$ cat src/rtl/i2c_irq_pkg.sv
package i2c_irq_pkg;
  localparam int unsigned FLAG_W    = 3;
  localparam int unsigned FLAG_DONE = 2;
  localparam int unsigned FLAG_NACK = 1;
  localparam int unsigned FLAG_ARB  = 0;
  typedef logic [FLAG_W-1:0] flag_vec_t;
endpackage

$ cat src/rtl/i2c_irq_done_det.sv
module i2c_irq_done_det (
  input  logic clk_i,
  input  logic rst_ni,
  input  logic master_i,
  input  logic transmit_i,
  input  logic stop_en_i,
  input  logic rx_empty_i,
  input  logic cnt_zero_i,
  input  logic cnt_passed_i,
  input  logic stop_rx_i,
  output logic set_o
);
  logic evt, pend_q, pend_d;

  // select the completion event for the current mode
  always_comb begin
    if (master_i) evt = stop_en_i ? cnt_zero_i : cnt_passed_i;
    else          evt = stop_rx_i;
  end

  always_comb begin
    set_o  = (evt && (transmit_i || rx_empty_i)) || (pend_q && rx_empty_i);
    pend_d = pend_q;
    if (rx_empty_i)                    pend_d = 1'b0;
    else if (evt && !transmit_i)       pend_d = 1'b1;
  end

  always_ff @(posedge clk_i or negedge rst_ni) begin
    if (!rst_ni) pend_q <= 1'b0;
    else         pend_q <= pend_d;
  end


  pend_drain_chk: assert property (@(posedge clk_i) disable iff (!rst_ni)
    pend_q && rx_empty_i |=> !pend_q);

  pend_arm_chk: assert property (@(posedge clk_i) disable iff (!rst_ni)
    evt && !transmit_i && !rx_empty_i |=> pend_q);
endmodule

$ cat src/rtl/i2c_irq_fault_det.sv
module i2c_irq_fault_det (
  input  logic clk_i,
  input  logic rst_ni,
  input  logic master_i,
  input  logic nack_i,
  input  logic arb_lost_i,
  input  logic start_req_i,
  input  logic bus_busy_i,
  output logic nack_set_o,
  output logic arb_set_o,
  output logic clr_master_o,
  output logic clr_stop_o,
  output logic force_rx_o
);
  logic fault, nack_q, arb_q, clr_q, rx_q;

  assign nack_set_o = nack_i;
  assign arb_set_o  = (master_i && arb_lost_i) || (start_req_i && bus_busy_i);
  assign fault      = nack_set_o || arb_set_o;

  // requests fire only on the first cycle of a fault
  always_ff @(posedge clk_i or negedge rst_ni) begin
    if (!rst_ni) begin
      nack_q <= 1'b0;
      arb_q  <= 1'b0;
      clr_q  <= 1'b0;
      rx_q   <= 1'b0;
    end else begin
      nack_q <= nack_set_o;
      arb_q  <= arb_set_o;
      clr_q  <= fault && !(nack_q || arb_q);
      rx_q   <= arb_set_o && !arb_q;
    end
  end

  assign clr_master_o = clr_q;
  assign clr_stop_o   = clr_q;
  assign force_rx_o   = rx_q;


  clr_single_chk: assert property (@(posedge clk_i) disable iff (!rst_ni)
    clr_master_o |=> !clr_master_o);

  rx_single_chk: assert property (@(posedge clk_i) disable iff (!rst_ni)
    force_rx_o |=> !force_rx_o);

  nack_clr_chk: assert property (@(posedge clk_i) disable iff (!rst_ni)
    nack_i && !nack_q && !arb_q |=> clr_master_o && clr_stop_o);

  arb_rx_chk: assert property (@(posedge clk_i) disable iff (!rst_ni)
    force_rx_o |-> clr_stop_o);
endmodule

$ cat src/rtl/i2c_irq_flag_reg.sv
module i2c_irq_flag_reg #(
  parameter int unsigned W = i2c_irq_pkg::FLAG_W
) (
  input  logic         clk_i,
  input  logic         rst_ni,
  input  logic [W-1:0] set_i,
  input  logic         we_i,
  input  logic [W-1:0] wdata_i,
  output logic [W-1:0] flag_o
);
  for (genvar i = 0; i < W; i++) begin : g_flag
    logic q;
    always_ff @(posedge clk_i or negedge rst_ni) begin
      if (!rst_ni)                    q <= 1'b0;
      else if (set_i[i])              q <= 1'b1;
      else if (we_i && wdata_i[i])    q <= 1'b0;
    end
    assign flag_o[i] = q;


    w1c_clear_chk: assert property (@(posedge clk_i) disable iff (!rst_ni)
      we_i && wdata_i[i] && !set_i[i] |=> !flag_o[i]);

    w0_keep_chk: assert property (@(posedge clk_i) disable iff (!rst_ni)
      flag_o[i] && !(we_i && wdata_i[i]) |=> flag_o[i]);

    set_wins_chk: assert property (@(posedge clk_i) disable iff (!rst_ni)
      set_i[i] |=> flag_o[i]);
  end
endmodule

$ cat src/rtl/i2c_irq_status.sv
module i2c_irq_status
  import i2c_irq_pkg::*;
#(
  parameter int unsigned NFLAG = FLAG_W
) (
  input  logic             clk_i,
  input  logic             rst_ni,
  input  logic             master_i,
  input  logic             transmit_i,
  input  logic             stop_en_i,
  input  logic             rx_empty_i,
  input  logic             cnt_zero_i,
  input  logic             cnt_passed_i,
  input  logic             stop_rx_i,
  input  logic             nack_i,
  input  logic             arb_lost_i,
  input  logic             start_req_i,
  input  logic             bus_busy_i,
  input  logic             reg_we_i,
  input  logic [NFLAG-1:0] reg_wdata_i,
  input  logic [NFLAG-1:0] irq_en_i,
  output logic [NFLAG-1:0] reg_rdata_o,
  output logic             irq_o,
  output logic             clr_master_o,
  output logic             clr_stop_o,
  output logic             force_rx_o
);
  logic done_set, nack_set, arb_set;
  logic [NFLAG-1:0] set_vec, flags;

  i2c_irq_done_det u_done (
    .clk_i, .rst_ni, .master_i, .transmit_i, .stop_en_i, .rx_empty_i,
    .cnt_zero_i, .cnt_passed_i, .stop_rx_i, .set_o(done_set)
  );

  i2c_irq_fault_det u_fault (
    .clk_i, .rst_ni, .master_i, .nack_i, .arb_lost_i, .start_req_i,
    .bus_busy_i, .nack_set_o(nack_set), .arb_set_o(arb_set),
    .clr_master_o, .clr_stop_o, .force_rx_o
  );

  always_comb begin
    set_vec            = '0;
    set_vec[FLAG_DONE] = done_set;
    set_vec[FLAG_NACK] = nack_set;
    set_vec[FLAG_ARB]  = arb_set;
  end

  i2c_irq_flag_reg #(.W(NFLAG)) u_flags (
    .clk_i, .rst_ni, .set_i(set_vec), .we_i(reg_we_i),
    .wdata_i(reg_wdata_i), .flag_o(flags)
  );

  assign reg_rdata_o = flags;
  assign irq_o       = |(flags & irq_en_i);


  irq_mask_chk: assert property (@(posedge clk_i) disable iff (!rst_ni)
    irq_en_i == '0 |-> !irq_o);

  reset_idle_chk: assert property (@(posedge clk_i)
    !rst_ni |-> reg_rdata_o == '0 && !clr_master_o && !force_rx_o);
endmodule

$ cat config.mk
export PLATFORM = sky130hd
export DESIGN_NAME = i2c_irq_status
export DESIGN_NICKNAME = d
export VERILOG_FILES = /design/src/rtl/i2c_irq_pkg.sv /design/src/rtl/i2c_irq_done_det.sv /design/src/rtl/i2c_irq_fault_det.sv /design/src/rtl/i2c_irq_flag_reg.sv /design/src/rtl/i2c_irq_status.sv
export SDC_FILE = /design/constraint.sdc
export NUM_CORES = 1
export LEC_CHECK = 0
export BUFFER_PORTS_ARGS = -buffer_cell sky130_fd_sc_hd__buf_2
export CAP_MARGIN = 40
export CELL_PAD_IN_SITES_DETAIL_PLACEMENT = 0
export CELL_PAD_IN_SITES_GLOBAL_PLACEMENT = 2
export CORE_UTILIZATION = 22
export DETAILED_ROUTE_END_ITERATION = 8
export HOLD_SLACK_MARGIN = 0.03
export PLACE_DENSITY = 0.78
export SLEW_MARGIN = 20
export SYNTH_ARGS = -nofsm -noshare
export SYNTH_HDL_FRONTEND = slang
export SYNTH_HIERARCHICAL = 1
export SYNTH_SLANG_ARGS = --single-unit
$ cat constraint.sdc
create_clock -name clk_i -period 2.24 [get_ports clk_i]
set_input_delay 0.448 -clock clk_i [delete_from_list [all_inputs] [get_ports clk_i]]
set_output_delay 0.448 -clock clk_i [all_outputs]
set_load 0.005 [all_outputs]
==> flow_summary.yaml <==
worst_setup_path:
  critPathSlowestCell: "dfrtp_1"
  cp.required_ns: 1.79
  worstSetupPathType: "reg2out"
  path_max_fanout: 3
  crit_family: "flip-flops"
  crit_path_end_kind: "output port"
  max_stage_delay_ns: 0.39
  critPathLaunchType: "register"
  worst-path-buf-inv: 2
  worstPathCellList: "a222oi_1 > inv_1 > buf_2"
  critPathArrivalTime_ns: 1.16
synth:
  ys_seq_area_share_pct: 51.6
  yosys.cell_types.count: 15
  synth_area_leaders: "dfrtp_1 52%, buf_4 9.7%, a21o_1 5.8%, inv_1 3.9%, mux2_4 3.9%"
  ys_warn_count: 6
  mappedNetlistNets: 56
  synth-compound-area-share_pct: 20.3
  synth_mux_area_share_pct: 3.87
  avgSynthCellArea_sq_um: 10.8
  synth_top_area_cell: "dfrtp_1"
  synthCells: 36
  synth_seq_cells: 8
  synth-xor-area-share_pct: 0
  synthSimpleGateAreaFrac_pct: 10.6
  netlist_area_sq_um: 388
  synth_top_family_by_area: "compound AO/OA/AOI/OAI gates"
  synthDominantCellAreaShare_pct: 51.6
  synth_fa_ha_area_share_pct: 0
clocking:
  clk_latency_ns: 0.25
  clkTransAtPathRegs_ns: 0.05
  cts_made_buffers: 3
  cts_tree: "yes"
  hold_buffers: 1
  cts_resized: 0
  htreeDepth: 1
  cts_sinks: 8
  postCtsSetupBuffers: 0
  ctsRootBufferMaster: "clkbuf_4"
  cts_buffer_depth: 2
floorplanning:
  row_count: 14
  die_w_um: 44.0
  dieHeight_um: 44.0
  ios: 27
  die-area_sq_um: 1940
  coreArea_sq_um: 1580
  start_util_pct: 24.6
finish:
  fill_cells: 174
  layout_commonest_cell: "buf_2"
  drive_gt1_share_pct: 52.5
  diodes: 0
  mostFrequentLayoutCells: "26 x buf_2, 8 x dfrtp_1, 4 x inv_1, 4 x nand2_1"
  fin_nets: 83
  fin_cells: 77
  syn_to_final_growth_pct: 37.4
timing:
  tightest_slew_ns: 0.276
  finalHoldViolations: 0
  fin_skew_ns: 0.00178
  period_share_pct: 71.6
  drv_slew: 0
  grt_setup_unrepaired: "false"
  maxSlewHeadroom_pct: 81.4
  setup-tns-final_ns: 0
  setup_viol: 0
  period_needed_ns: 1.60
  fmax_ghz: 0.624
grt:
  grt_use_total_pct: 9.22
  antenna_found_initial: 0
  grt_pass1_wl_um: 1220
  overflow: 0
  grt_max_degree: 9
  grt_pass1_vias: 304
power:
  peakVddDrop_mv: 0.202
  sw_frac_of_total_pct: 23.5
  power.switching_w: 0.0000775
  sequentialPowerShare_pct: 49.4
  cellPowerDensity_nw_per_um2: 618
  power.leakage_nw: 0.287
  intPower_w: 0.000252
  power_frac_comb_pct: 18.1
  power_frac_clock_pct: 32.5
hold_path:
  hold_path.class: "in2reg"
routing:
  wl_per_cell_um: 10.3
  dr.pass1.iters: 6
  drt_iter0_drc: 10
  drc: 4
  ant_nets: 0
  via_count: 349
  routed_wl_um: 793
  viasPerCell: 4.53
placement:
  place_inst: 73
  gp_congestion: 0.736
  dp_hpwl_um: 637
  port_buffers: 26
flow_run:
  maxCapViolCount: 0
run_status:
  failed_checks: "DRC"
  outcome: "complete, but fails checks"
==> stage by stage <==
stage / utilization [%] / power [W] / worst slack, ns / cell area, sq um / hold slack, ns
final: 33.8 / 0.000329 / 0.637 / 533 / 0.349
after global routing: 33.8 / 0.000351 / 0.577 / 533 / 0.343
after CTS: 33.8 / 0.000340 / 0.614 / 533 / 0.339
after detailed placement: 31.7 / 0.000224 / 0.764 / 500 / 0.303
after global placement: 31.7 / 0.000223 / 0.773 / 500 / 0.297
after floorplan: - / 0.000199 / 0.922 / 388 / 0.152
==> state kept, by name, indices dropped and copies added (netlist names) <==
name,flops
u_fault/arb_q,1
u_flags/g_flag.q,3
u_fault/force_rx_o,1
u_done/pend_q,1
u_fault/clr_master_o,1
u_fault/nack_q,1
==> worst paths after layout <==
check	from	cells past startpoint	slack (ns)	endpoint
min in group asynchronous	rst_ni	2	0.58	u_flags/g_flag[1].q
min	nack_i	1	0.35	u_fault/nack_q
min reg2reg	u_fault/arb_q	1	0.42	u_fault/force_rx_o
max in group asynchronous	rst_ni	2	1.49	u_fault/arb_q
max reg2reg	u_done/pend_q	3	1.30	u_flags/g_flag[2].q
max	u_flags/g_flag[0].q	3	0.64	irq_o
==> cells in the mapped netlist <==
cell,instances
nand2_1,4
nor2_1,3
nor2b_1,1
o21a_1,1
o32ai_1,1
and2b_2,1
o41ai_1,1
mux2_4,1
a222oi_1,1
dfrtp_1,8
buf_4,5
inv_1,4
a211oi_2,1
a21o_1,3
a22o_1,1
==> cell families after synthesis <==
group / after synthesis
compound gates: 9
buf+inv: 9
flops: 8
mux: 1
simple gates: 9
==> worst register-to-register path, cell delays in order (launching register included) <==
cell	delay, ns
dfrtp_1	0.39
a211oi_2	0.16
o32ai_1	0.12
a21o_1	0.16
==> area by class of cell <==
cell class              count  area (sq um)  area share (%)
repair buffers             27           140            26.3
well taps                  16          20.0            3.76
flip-flops and latches      8           200            37.6
clock buffers               3          22.5            4.23
multi-input cells          19           135            25.4
inverters                   4          15.0            2.82
==> power by group through the flow <==
stage / logic, W / clock network [W] / registers [W]
6_report: 0.0000597 / 0.000107 / 0.000163
5_1_grt: 0.0000667 / 0.000121 / 0.000164
4_1_cts: 0.0000607 / 0.000116 / 0.000163
3_5_place_dp: 0.0000590 / 0 / 0.000165
3_3_place_gp: 0.0000580 / 0 / 0.000165
2_1_floorplan: 0.0000349 / 0 / 0.000164
==> routing by layer <==
metal | part of all wire [%] | wire (um) | track usage (%) | vias to the layer above
met5 | 0 | 0 | 0 | -
met4 | 0 | 0 | 9.09 | 0
met3 | 12 | 99 | 2.50 | 0
met2 | 45 | 356 | 12.8 | 25
met1 | 43 | 338 | 11.1 | 156
li1 | - | - | - | 168
Power figures use the tool's default switching activity.
